==> src/rtl/mdec_pkg.sv <==
package mdec_pkg;

  // One registered decision per cycle; strobes are active low.
  typedef struct packed {
    logic sel;
    logic ird_n;
    logic iwr_n;
    logic xrd_n;
    logic xwr_n;
    logic xfetch_n;
    logic conflict;
  } mdec_out_t;

  localparam mdec_out_t MDEC_IDLE = '{
    sel: 1'b0, ird_n: 1'b1, iwr_n: 1'b1,
    xrd_n: 1'b1, xwr_n: 1'b1, xfetch_n: 1'b1, conflict: 1'b0
  };

endpackage

==> src/rtl/mdec_region.sv <==
module mdec_region #(
  parameter int ADDR_W     = 16,
  parameter int IRAM_BYTES = 16384,
  parameter int SCR_BASE   = 'hE000,
  parameter int SCR_BYTES  = 512
) (
  input  logic [ADDR_W-1:0] addr,
  input  logic              ext_code,
  output logic              code_int,
  output logic              data_int
);

  localparam logic [ADDR_W:0] LOW_LIMIT = (ADDR_W+1)'(IRAM_BYTES);
  localparam bit SCR_POW2    = (SCR_BYTES & (SCR_BYTES - 1)) == 0;
  localparam bit SCR_ALIGNED = (SCR_BASE % SCR_BYTES) == 0;

  logic in_low;
  logic in_scr;

  assign in_low = {1'b0, addr} < LOW_LIMIT;

  // Aligned power-of-two pad: compare the upper address bits only.
  generate
    if (SCR_POW2 && SCR_ALIGNED) begin : g_scr_mask
      localparam int SCR_AW = $clog2(SCR_BYTES);
      localparam logic [ADDR_W-1:0] SCR_B = ADDR_W'(SCR_BASE);
      assign in_scr = addr[ADDR_W-1:SCR_AW] == SCR_B[ADDR_W-1:SCR_AW];
    end else begin : g_scr_range
      localparam logic [ADDR_W:0] SCR_LO = (ADDR_W+1)'(SCR_BASE);
      localparam logic [ADDR_W:0] SCR_HI = (ADDR_W+1)'(SCR_BASE + SCR_BYTES);
      assign in_scr = ({1'b0, addr} >= SCR_LO) && ({1'b0, addr} < SCR_HI);
    end
  endgenerate

  // Data space: both regions are always on-chip.
  assign data_int = in_low || in_scr;
  // Code space: the low RAM leaves the chip in external-code mode.
  assign code_int = (in_low && !ext_code) || in_scr;

endmodule

==> src/rtl/mdec_route.sv <==
module mdec_route
  import mdec_pkg::*;
(
  input  logic      fetch_n,
  input  logic      rd_n,
  input  logic      wr_n,
  input  logic      code_int,
  input  logic      data_int,
  output mdec_out_t nxt
);

  logic want_f, want_r, want_w;
  logic on_f, on_r, on_w, clash;

  always_comb begin
    want_f = !fetch_n;
    want_r = !rd_n;
    want_w = !wr_n;

    on_f  = want_f && code_int;
    on_r  = want_r && data_int;
    on_w  = want_w && data_int;
    clash = on_f && on_w;

    nxt.ird_n    = !(on_f || on_r);
    nxt.iwr_n    = !(on_w && !clash);
    nxt.sel      = on_f || on_r || (on_w && !clash);
    nxt.conflict = clash;
    nxt.xfetch_n = !(want_f && !code_int);
    nxt.xrd_n    = !(want_r && !data_int);
    nxt.xwr_n    = !(want_w && !data_int);
  end

endmodule

==> src/rtl/mdec_outreg.sv <==
module mdec_outreg
  import mdec_pkg::*;
(
  input  logic      clk,
  input  logic      rst,
  input  mdec_out_t d,
  output mdec_out_t q
);

  always_ff @(posedge clk) begin
    if (rst) q <= MDEC_IDLE;
    else     q <= d;
  end

  AST_WRITE_BLOCKED: assert property (@(posedge clk) disable iff (rst)
    q.conflict |-> q.iwr_n);

endmodule

==> src/rtl/memstrobe_decoder.sv <==
module memstrobe_decoder
  import mdec_pkg::*;
#(
  parameter int ADDR_W     = 16,
  parameter int IRAM_BYTES = 16384,
  parameter int SCR_BASE   = 'hE000,
  parameter int SCR_BYTES  = 512
) (
  input  logic              clk,
  input  logic              rst,
  input  logic [ADDR_W-1:0] addr,
  input  logic              fetch_n,
  input  logic              rd_n,
  input  logic              wr_n,
  input  logic              ext_code,
  output logic              iram_sel,
  output logic              iram_rd_n,
  output logic              iram_wr_n,
  output logic              xmem_rd_n,
  output logic              xmem_wr_n,
  output logic              xmem_fetch_n,
  output logic              conflict
);

  localparam logic [ADDR_W:0] LOW_LIMIT = (ADDR_W+1)'(IRAM_BYTES);
  localparam logic [ADDR_W:0] SCR_LO    = (ADDR_W+1)'(SCR_BASE);
  localparam logic [ADDR_W:0] SCR_HI    = (ADDR_W+1)'(SCR_BASE + SCR_BYTES);

  logic      code_int, data_int;
  mdec_out_t nxt, cur;

  mdec_region #(
    .ADDR_W(ADDR_W), .IRAM_BYTES(IRAM_BYTES),
    .SCR_BASE(SCR_BASE), .SCR_BYTES(SCR_BYTES)
  ) region_i (
    .addr(addr), .ext_code(ext_code),
    .code_int(code_int), .data_int(data_int)
  );

  mdec_route route_i (
    .fetch_n(fetch_n), .rd_n(rd_n), .wr_n(wr_n),
    .code_int(code_int), .data_int(data_int), .nxt(nxt)
  );

  mdec_outreg outreg_i (.clk(clk), .rst(rst), .d(nxt), .q(cur));

  assign iram_sel     = cur.sel;
  assign iram_rd_n    = cur.ird_n;
  assign iram_wr_n    = cur.iwr_n;
  assign xmem_rd_n    = cur.xrd_n;
  assign xmem_wr_n    = cur.xwr_n;
  assign xmem_fetch_n = cur.xfetch_n;
  assign conflict     = cur.conflict;

  AST_RESET_IDLE: assert property (@(posedge clk)
    rst |=> (!iram_sel && iram_rd_n && iram_wr_n && xmem_rd_n &&
             xmem_wr_n && xmem_fetch_n && !conflict));

  AST_NO_EXT_DATA_LOW: assert property (@(posedge clk) disable iff (rst)
    (!xmem_rd_n || !xmem_wr_n) |-> ({1'b0, $past(addr)} >= LOW_LIMIT));

  AST_EXT_FETCH_MODE: assert property (@(posedge clk) disable iff (rst)
    (!xmem_fetch_n && ({1'b0, $past(addr)} < LOW_LIMIT)) |-> $past(ext_code));

  AST_NO_EXT_IN_SCR: assert property (@(posedge clk) disable iff (rst)
    (!xmem_rd_n || !xmem_wr_n || !xmem_fetch_n) |->
      !(({1'b0, $past(addr)} >= SCR_LO) && ({1'b0, $past(addr)} < SCR_HI)));

  AST_SEL_MATCH: assert property (@(posedge clk) disable iff (rst)
    iram_sel == (!iram_rd_n || !iram_wr_n));

  AST_EXT_FOLLOWS_STROBE: assert property (@(posedge clk) disable iff (rst)
    (!xmem_rd_n |-> !$past(rd_n)) and (!xmem_wr_n |-> !$past(wr_n)));

endmodule

==> config.mk <==
export PLATFORM = sky130hd
export DESIGN_NAME = memstrobe_decoder
export DESIGN_NICKNAME = d
export VERILOG_FILES = /design/src/rtl/mdec_pkg.sv /design/src/rtl/mdec_region.sv /design/src/rtl/mdec_route.sv /design/src/rtl/mdec_outreg.sv /design/src/rtl/memstrobe_decoder.sv
export SDC_FILE = /design/constraint.sdc
export NUM_CORES = 1
export LEC_CHECK = 0
export BUFFER_PORTS_ARGS = -buffer_cell sky130_fd_sc_hd__buf_2
export CAP_MARGIN = 20
export CORE_AREA = 2 2 39 41
export CTS_CLUSTER_SIZE = 30
export DETAILED_ROUTE_END_ITERATION = 6
export DIE_AREA = 0 0 41 43
export PLACE_DENSITY_LB_ADDON = 0.2
export SLEW_MARGIN = 20
export SYNTH_ARGS = -nofsm -noshare
export SYNTH_HDL_FRONTEND = slang
export SYNTH_HIERARCHICAL = 1
export SYNTH_SLANG_ARGS = --single-unit
==> constraint.sdc <==
create_clock -name clk -period 2.14 [get_ports clk]
set_clock_uncertainty 0.05 [all_clocks]
set_input_delay 0.107 -clock clk [delete_from_list [all_inputs] [get_ports clk]]
set_output_delay 0.107 -clock clk [all_outputs]
set_load 0.01 [all_outputs]
* Word-level counts from Yosys, hierarchy flattened *
Cells that the tools add are included.

cells by class
  magnitude comparators = 1
  equal/unequal tests = 1
  reduce and logical (&&, ||, !) cells = 25

operators by type and width
  cell                                                  count
  < comparator 16 x 15 -> 1 bit, second input constant  1
  logical NOT 1 bit                                     12
  logical AND 1 bit                                     9
  equality test 7 bit, second input constant            1
  logical OR 1 bit                                      4

word-level totals
  register bits after elaboration = 7
  input bits = 22
  output and inout port bits = 7

* Longest topological paths before layout *
Gate-level depths: netlist of the first run.

  depth after elaboration = 8
  gate-level depth with buffers = 6

* Cells and area by module *
Netlist of the first run, hierarchy kept.

by module, submodules not included
  module       times used  cells an instance  area each (um2)  seq. area each (um2)
  mdec_outreg  1           14                 183.9            140.1
  mdec_route   1           11                 80.1             0.0
  mdec_region  1           4                  32.5             0.0

* Worst setup path after synthesis of the first run *
No wires, ideal clock.

  path kind = input to register
  start = input port addr[11]
  end = register outreg_i/q[4] in the netlist's numbering
  setup time = 0.120 ns
  arrival time = 1.445 ns
  data required time = 1.970 ns
  setup slack = 0.525 ns
  cell stages on the path = 4
  cell sequence = or4b_1 o22ai_1 or3b_1 or2_1

RTL lines
  item                    line                     RTL
  start: declaration      memstrobe_decoder.sv:11  input logic [ADDR_W-1:0] addr,
  end signal: assignment  mdec_outreg.sv:11        if (rst) q <= MDEC_IDLE;
  end signal: assignment  mdec_outreg.sv:12        else q <= d;
  end: declaration        mdec_outreg.sv:7         output mdec_out_t q

==> results.md, run 1 <==
- Status: finished clean
- #FFs+latches synth: 7
- Relative slew margins: 80.4%
- H-tree level count: 1
- Tot GR Track Use: 6.73%
- Layout cells sized above 1: 55.8%
- CTS Hold Bufs: 0
- Largest net degree at the start of global routing: 8
- Dpl cells: 64
- Wire per inst: 7.41 µm
- Synth top area share: 47.3%
- Delay-heaviest family, CP: simple AND/OR/NAND/NOR gates
- Hold Worst Slack: 28.5 ps
- Synth cell count leaders: 7 x dfxtp_1, 5 x or2_1, 3 x or2_2
- Post-Syn Nets: 51
- Wirelength, routed: 504 µm
- Setup Viol. Count Final: 0
- Post-Place Setup Slack: 482 ps
- Synthesis-to-finish area growth: 47.7%
- Synth warnings: 6
- Die H: 43 µm
- Register area share after synthesis: 47.3%
- Number of synthesized flops with an enable pin: 0
- Synthesized area: 297 µm²
- Initial antenna violation count: 0
- Final Cycle Share: 64.7%
- Post-CTS setup repair buffer count: 0
- Register Area: 140 µm²
- IO Pins: 29
- DR pass1 iterations: 2
- Root Buffer: clkbuf_4
- Startpoint Class: primary input
- Slowest cell delay on critical path: 540 ps
- Gp weighted congestion: 0.671
- Slowest CP cell: or4b_1
- Maxcap violations: 0
- DRT iter0 DRCs: 4
- Clk sinks: 7
- Drt drc: 0
- Synth unique cells: 16
- Via Count: 269
- Post-synth top flop: dfxtp_1
- Total grt overflow: 0
- Biggest regs: outreg_i/q (7)
- Fin. Hold Viols: 0
- Overall power: 0.289 mW
- Count leader, synth: dfxtp_1
- Tmin final: 1380 ps
- Asr flop ratio synth: 0%
- Clock transition at path regs: 50 ps
- Total CTS buffers: 3
- Final net count: 75
- Max FFs per register: 7
- Pleak: 0.204 nW
- FILL cells: 151
- Port buffer count: 19
- Diodes inserted: 0
- Vias in the first global route: 200
- Pwr per Cell Area: 660 nW/µm²
- CTS tree: done
- Worst-Margin Slew: 293 ps
- Arr. time, crit path: 1470 ps
- First-pass GRT wire length: 710 µm
- Buf/Inv on CP: 1
- Worst Setup Slack, final: 756 ps
- Critical path endpoint category: flop
- Core area: 1380 µm²
- Synthesized netlist cell count: 29
- Starting density of the core: 21.4%
- Row cnt: 14
- Peak supply drop: 0.147 mV
- Resized Gates After CTS: 0
- CTS Buffer Depth: 2
- Non-filler instance count after layout: 68
- Top cell type by total area after synthesis: dfxtp_1
- Final ANT Viol Nets: 0
- Setup TNS: 0 ps
- Top cells by area, synth: dfxtp_1 47%, or2_1 11%, or2_2 6.3%
- Die Area: 1760 µm²
- Setup CP Type: primary input to flop
- Fin. max-slew vios: 0
- CP max FO: 2
- Routed vias/inst: 3.96
- RSZ-0062 raised after global routing: false
- Mean Syn Cell Area: 10.2 µm²
- Critical path, cell by cell: buf_2 > or4b_1 > o22ai_1 > or3b_1 > or2_1
- Crit path required time: 2220 ps
- Multi-input logic area: 145 µm²
- Worst Hold Class: primary input to flop
- Highest clock rate: 0.723 GHz
- Largest reg by FF count: outreg_i/q
- Die width: 41 µm
-- metrics by stage --
| stage | cell area, µm² | util (%) |
|---|---|---|
| 6_report | 438 | 31.6 |
| 4_1_cts | 438 | 31.6 |
| 2_1_floorplan | 297 | - |
| 3_5_place_dp | 412 | 29.7 |
| 5_1_grt | 438 | 31.6 |
| 3_3_place_gp | 412 | 29.7 |
-- worst paths after layout --
path / start / cells past startpoint / end
hold / removal: rst / 2 / outreg_i/q[0]$_SDFF_PP0_
setup / recovery: addr[11] / 5 / outreg_i/q[4]$_SDFF_PP1_
-- where the power goes --
part	internal (mW)	switching, mW
Combinational	0.0228	0.0159
Clock	0.0708	0.0426
Sequential	0.136	0.000961
Total	0.230	0.0595
-- per-layer routing --
| layer | up-vias | wire length (µm) | global-route usage [%] |
|---|---|---|---|
| li1 | 143 | - | - |
| met3 | 0 | 90 | 3.14 |
| met2 | 19 | 216 | 8.75 |
| met1 | 107 | 197 | 5.79 |
| met4 | 0 | 0 | 10.0 |
| met5 | - | 0 | 0 |
-- placed cells by master (no fill, tap or decap), drive strengths merged --
cell type / netlist / layout
nand2: 1 / 1
or4b: 1 / 1
or3b: 1 / 1
o32ai: 1 / 1
clkbuf: 0 / 4
dfxtp: 7 / 7
a21o: 1 / 1
or2: 8 / 8
o22ai: 1 / 1
a21oi: 1 / 1
nand3b: 1 / 1
and3b: 1 / 1
inv: 1 / 1
nor2b: 3 / 3
buf: 1 / 20
-- cells by family (layout without fill, tap and decap cells) --
| group | after synthesis | count (layout) | synth area share, % |
|---|---|---|---|
| flip-flops | 7 | 7 | 47.3 |
| AO/OA/AOI/OAI | 4 | 4 | 9.71 |
| AND/OR/NAND/NOR | 16 | 16 | 39.2 |
| buffers and inverters | 2 | 25 | 3.80 |
-- final cells by class --
class | instances | area share, %
clock buffers | 4 | 6.00
well taps | 16 | 4.57
flip-flops and latches | 7 | 32.0
repair buffers | 20 | 23.4
inverters | 1 | 0.857
multi-input cells | 20 | 33.1
Note: power is estimated with default switching activity, not from simulation.
==> inputs of run 2 (changes only) <==
==> constraint.sdc (replaced) <==
create_clock -name clk -period 1.35 [get_ports clk]
set_clock_uncertainty 0.05 [all_clocks]
set_input_delay 0.0675 -clock clk [delete_from_list [all_inputs] [get_ports clk]]
set_output_delay 0.0675 -clock clk [all_outputs]
set_load 0.01 [all_outputs]
==> results.md, run 2 (synthesized netlist as in run 1, its figures left out) <==
- Resized Gates After CTS: 0 (unchanged)
- Tmin final: 1300 ps
- Critical path endpoint category: flop
- Fin. Hold Viols: 0 (unchanged)
- DR pass1 iterations: 2 (unchanged)
- Vias in the first global route: 215 (+7.5%)
- Worst-Margin Slew: 279 ps (-13.7 ps)
- Overall power: 0.467 mW (+61%)
- Peak supply drop: 0.214 mV (+45%)
- IO Pins: 29 (unchanged)
- Setup TNS: 0 ps (unchanged)
- CTS Hold Bufs: 1 (+1)
- Worst Setup Slack, final: 52.3 ps (-704 ps)
- Largest reg by FF count: outreg_i/q
- Commonest non-fill, non-tap cell in the layout: buf_2
- Final Cycle Share: 96.1%
- Core area: 1380 µm² (unchanged)
- Most frequent cells in the layout: 19 x buf_2, 7 x dfxtp_1, 5 x or2_1, 3 x clkbuf_4, 3 x or2_2
- Post-Place Setup Slack: -206 ps (-688 ps)
- CTS tree: done
- Synthesis-to-finish area growth: 57.0%
- Slowest cell delay on critical path: 550 ps (about the same)
- Biggest regs: outreg_i/q (7)
- Fin. max-slew vios: 0 (unchanged)
- Initial antenna violation count: 0 (unchanged)
- Max FFs per register: 7 (unchanged)
- First-pass GRT wire length: 814 µm (+15%)
- Pleak: 0.213 nW (+4.1%)
- Total grt overflow: 0 (unchanged)
- Setup CP Type: primary input to flop
- Maxcap violations: 0 (unchanged)
- Delay-heaviest family, CP: simple AND/OR/NAND/NOR gates
- Row cnt: 14 (unchanged)
- H-tree level count: 1 (unchanged)
- Total CTS buffers: 3 (unchanged)
- Arr. time, crit path: 1380 ps (-90 ps)
- Relative slew margins: 81.3% (+0.92 points)
- Pwr per Cell Area: 1000 nW/µm² (+52%)
- Gp weighted congestion: 0.634 (-5.5%)
- Final net count: 76 (+1.3%)
- Largest net degree at the start of global routing: 8 (unchanged)
- Post-CTS setup repair buffer count: 0 (unchanged)
- Buf/Inv on CP: 1 (unchanged)
- DRT iter0 DRCs: 2 (-2)
- Status: finished clean
- Setup Viol. Count Final: 0 (unchanged)
- Wirelength, routed: 500 µm (-0.79%)
- Tot GR Track Use: 6.83% (+0.10 points)
- Diodes inserted: 0 (unchanged)
- WP depth: 5 (unchanged)
- Wire per inst: 7.25 µm (-2.2%)
- Worst Hold Class: primary input to flop
- Die Area: 1760 µm² (unchanged)
- Starting density of the core: 21.4% (unchanged)
- RSZ-0062 raised after global routing: false
- Critical path, cell by cell: buf_2 > or4b_4 > o22ai_4 > or3b_1 > or2_1
- Final core utilization: 33.6% (+2.0 points)
- Layout cells sized above 1: 58.5% (+2.7 points)
- Via Count: 269 (unchanged)
- Slowest CP cell: or4b_4
- Drt drc: 0 (unchanged)
- Routed vias/inst: 3.90 (-1.4%)
- Clk sinks: 7 (unchanged)
- CP max FO: 2 (unchanged)
- Startpoint Class: primary input
- Clock transition at path regs: 50 ps (about the same)
- Hold path depth: 3 (+1)
- Hold Worst Slack: 68.9 ps (+40.4 ps)
- Die H: 43 µm (unchanged)
- CTS Buffer Depth: 2 (unchanged)
- Root Buffer: clkbuf_4
- Highest clock rate: 0.771 GHz
- Die width: 41 µm (unchanged)
- Crit path required time: 1430 ps (-790 ps)
- Port buffer count: 19 (unchanged)
- Final ANT Viol Nets: 0 (unchanged)
-- run 2: stage by stage --
step | std cells | cell area (µm²)
3_3_place_gp | 64 | 429
5_1_grt | 69 | 465
2_1_floorplan | 29 | 314
4_1_cts | 69 | 465
6_report | 69 | 465
3_5_place_dp | 64 | 429
-- run 2: cell type report --
class	count	area [µm²]
tap	16	20.0
fill	149	918
multi-input combinational	20	163
inverter	1	3.75
sequential	7	140
clock buffer	4	26.3
timing repair buffer	21	113
-- run 2: tightest hold or removal path, delay by kind of cell --
family	cells	cell delay [ps]
buf+inv	1	90
simple gates	2	170
-- run 2: power breakdown --
part	internal (mW)	switching, mW	total, mW
Clock	0.112	0.0678	0.180
Sequential	0.216	0.00154	0.217
Combinational	0.0411	0.0287	0.0698
Total	0.369	0.0980	0.467
-- run 2: path summary, 6_finish.rpt --
check,slack (ps),endpoint,start
worst max-delay path,50,outreg_i/q[4]$_SDFF_PP1_,addr[11]
worst min-delay path,70,outreg_i/q[3]$_SDFF_PP1_,rd_n
-- run 2: layer usage --
metal  global-route usage (%)  wire length (µm)  share of wire [%]
met2                     8.75               205                 41
met3                     1.57                65                 13
met5                        0                 0                  0
met4                     6.00                 0                  0
met1                     9.00               228                 46
==> inputs of run 3 (changes only) <==
--- a/config.mk
+++ b/config.mk
@@ -5,6 +5,7 @@
 export SDC_FILE = /design/constraint.sdc
 export NUM_CORES = 1
 export LEC_CHECK = 0
+export ABC_AREA = 1
 export BUFFER_PORTS_ARGS = -buffer_cell sky130_fd_sc_hd__buf_2
 export CAP_MARGIN = 20
 export CORE_AREA = 2 2 39 41
==> results.md, run 3 <==
- Mean Syn Cell Area: 6.60 µm² (-35%)
- Synthesized area: 310 µm² (+4.6%)
- CP max FO: 4 (+2)
- Final HPWL DP: 433 µm
- H-tree level count: 1 (unchanged)
- Pwr per Cell Area: 1000 nW/µm² (+0.11%)
- Max layer used: met3
- Critical path endpoint category: flop
- Post-synth top flop: dfxtp_1
- Fin. max-slew vios: 0 (unchanged)
- Wire per inst: 5.58 µm (-23%)
- Synth warnings: 6 (unchanged)
- Routed met1 length: 184 µm (-19%)
- Post-Syn Nets: 69 (+35%)
- Dpl cell area: 418 µm² (-2.6%)
- Worst Hold Class: primary input to flop
- #FFs+latches synth: 7 (unchanged)
- Synthesis-to-finish area growth: 46.4%
- Root Buffer: clkbuf_4
- Met3 WL: 54 µm (-17%)
- Top cells by area, synth: dfxtp_1 45%, inv_1 16%, nand2_1 15%
- Die Area: 1760 µm² (unchanged)
- Vias in the first global route: 263 (+22%)
- Worst hold start: fetch_n
- Status: finished clean
- Pleak: 0.268 nW (+26%)
- Number of synthesized flops with an enable pin: 0 (unchanged)
- Biggest regs: outreg_i/q (7)
- Die H: 43 µm (unchanged)
- Wirelength, routed: 480 µm (-4.0%)
- Final ANT Viol Nets: 0 (unchanged)
- Diodes inserted: 0 (unchanged)
- Count leader, synth: inv_1
- Startpoint Class: primary input
- Overall power: 0.456 mW (-2.3%)
- Starting density of the core: 22.4% (+0.99 points)
- Fin. Hold Viols: 0 (unchanged)
- Clk sinks: 7 (unchanged)
- Register area share after synthesis: 45.2% (-2.1 points)
- RSZ-0062 raised after global routing: false
- Clock transition at path regs: 50 ps (about the same)
- Via Count: 307 (+14%)
- Maxcap violations: 0 (unchanged)
- Commonest non-fill, non-tap cell in the layout: buf_2
- Synthesized netlist cell count: 47 (+62%)
- Worst-Margin Slew: 262 ps (-16.8 ps)
- Synth unique cells: 12 (-4)
- Total CTS buffers: 3 (unchanged)
- CTS Hold Bufs: 1 (unchanged)
- IO Pins: 29 (unchanged)
- Peak supply drop: 0.205 mV (-4.1%)
- DRT iter0 DRCs: 0 (-2)
- Final Cycle Share: 57.8% (-38 points)
- Synth cell count leaders: 13 x inv_1, 12 x nand2_1, 7 x dfxtp_1
- Tot GR Track Use: 7.33% (+0.50 points)
- Top cell type by total area after synthesis: dfxtp_1
- Max FFs per register: 7 (unchanged)
- Port buffer count: 19 (unchanged)
- Crit path required time: 1430 ps (about the same)
- Highest clock rate: 1.28 GHz (+66%)
- Post-layout instance area: 454 µm² (-2.4%)
- Hold path depth: 4 (+1)
- Largest net degree at the start of global routing: 6 (-2)
- Setup TNS: 0 ps (unchanged)
- Layout cells sized above 1: 35.7% (-23 points)
- Initial antenna violation count: 0 (unchanged)
- Row cnt: 14 (unchanged)
- Met2 wire len: 240 µm (+17%)
- Largest reg by FF count: outreg_i/q
- Drt drc: 0 (unchanged)
- Core area: 1380 µm² (unchanged)
- Final net count: 93 (+22%)
- Resized Gates After CTS: 0 (unchanged)
- Asr flop ratio synth: 0% (unchanged)
- FILL cells: 166 (+11%)
- Synth top area share: 45.2% (-2.1 points)
- Gp weighted congestion: 0.703 (+11%)
- CTS Buffer Depth: 2 (unchanged)
- First-pass GRT wire length: 848 µm (+4.2%)
- Setup Viol. Count Final: 0 (unchanged)
- CTS tree: done
- Die width: 41 µm (unchanged)
- Total grt overflow: 0 (unchanged)
- Relative slew margins: 82.5% (+1.1 points)
- Setup CP Type: primary input to flop
- DR pass1 iterations: 1 (-1)
- Routed vias/inst: 3.57 (-8.4%)
- Tmin final: 781 ps (-517 ps)
- Arr. time, crit path: 860 ps (-520 ps)
- Post-CTS setup repair buffer count: 0 (unchanged)
- Most frequent cells in the layout: 19 x buf_2, 13 x inv_1, 12 x nand2_1, 7 x dfxtp_1, 5 x nor2_1
- WHS Endpoint: outreg_i/q[1]$_SDFF_PP1_
[run 3: cell types whose count changed in the layout (fill, tap and decap cells not counted), sizes merged, moves of 3 or more]
| cell | change |
|---|---|
| or2 | -7 |
| nand3 | +3 |
| nand2 | +12 |
| nor2b | -3 |
| nor2 | +6 |
| inv | +13 |
[run 3: logic make-up (layout without fill, tap and decap cells)]
group / Yosys count / in the layout / synth area share (%)
compound gates: 2 / 2 / 4.03
buf+inv: 15 / 38 / 19.4
flops: 7 / 7 / 45.2
simple gates: 23 / 23 / 31.5
[run 3: critical path, cell delays in order]
cell	delay (ps)
buf_2	90
nor2_1	90
nand2_1	70
o21bai_1	240
nand2_1	120
nand2_1	70
inv_1	30
inv_1	40
nand2_1	40
[run 3: area by class of cell]
type / count / area (µm²) / area share (%)
Clock buffer: 4 / 26.3 / 5.79
Inverter: 14 / 52.6 / 11.6
Multi-Input combinational cell: 25 / 110 / 24.2
Sequential cell: 7 / 140 / 30.9
Tap cell: 16 / 20.0 / 4.41
Timing Repair Buffer: 20 / 105 / 23.1
[run 3: per-stage QoR]
step / std cells / util, % / hold WS [ps] / setup slack, ps
after floorplan: 47 / - / 88.7 / 448
after global placement: 81 / 30.2 / 217 / 310
after detailed placement: 81 / 30.2 / 217 / 299
after CTS: 86 / 32.8 / 49.1 / 549
after global routing: 86 / 32.8 / 67.9 / 408
final: 86 / 32.8 / 53.5 / 569
[run 3: how the worst max path moves through the flow]
stage              from                  endpoint  slack, ps  cells past startpoint
5_1_grt        addr[10]  outreg_i/q[5]$_SDFF_PP1_        410                      9
4_1_cts        addr[12]  outreg_i/q[5]$_SDFF_PP1_        550                      9
6_report       addr[12]  outreg_i/q[5]$_SDFF_PP1_        570                      9
2_1_floorplan  addr[10]  outreg_i/q[0]$_SDFF_PP0_        450                      8
3_5_place_dp   addr[12]  outreg_i/q[5]$_SDFF_PP1_        300                      9
3_3_place_gp   addr[10]  outreg_i/q[5]$_SDFF_PP1_        310                      9
[run 3: metal layers]
| layer | up-vias | track usage (%) |
|---|---|---|
| li1 | 178 | - |
| met1 | 115 | 7.72 |
| met2 | 14 | 10.6 |
| met3 | 0 | 0 |
| met4 | 0 | 10.0 |
| met5 | - | 0 |
[run 3: report_power, final]
part	switching (mW)	internal (mW)	total, mW
Clock	0.0620	0.112	0.174
Sequential	0.00140	0.216	0.218
Combinational	0.0328	0.0321	0.0648
Total	0.0962	0.360	0.456
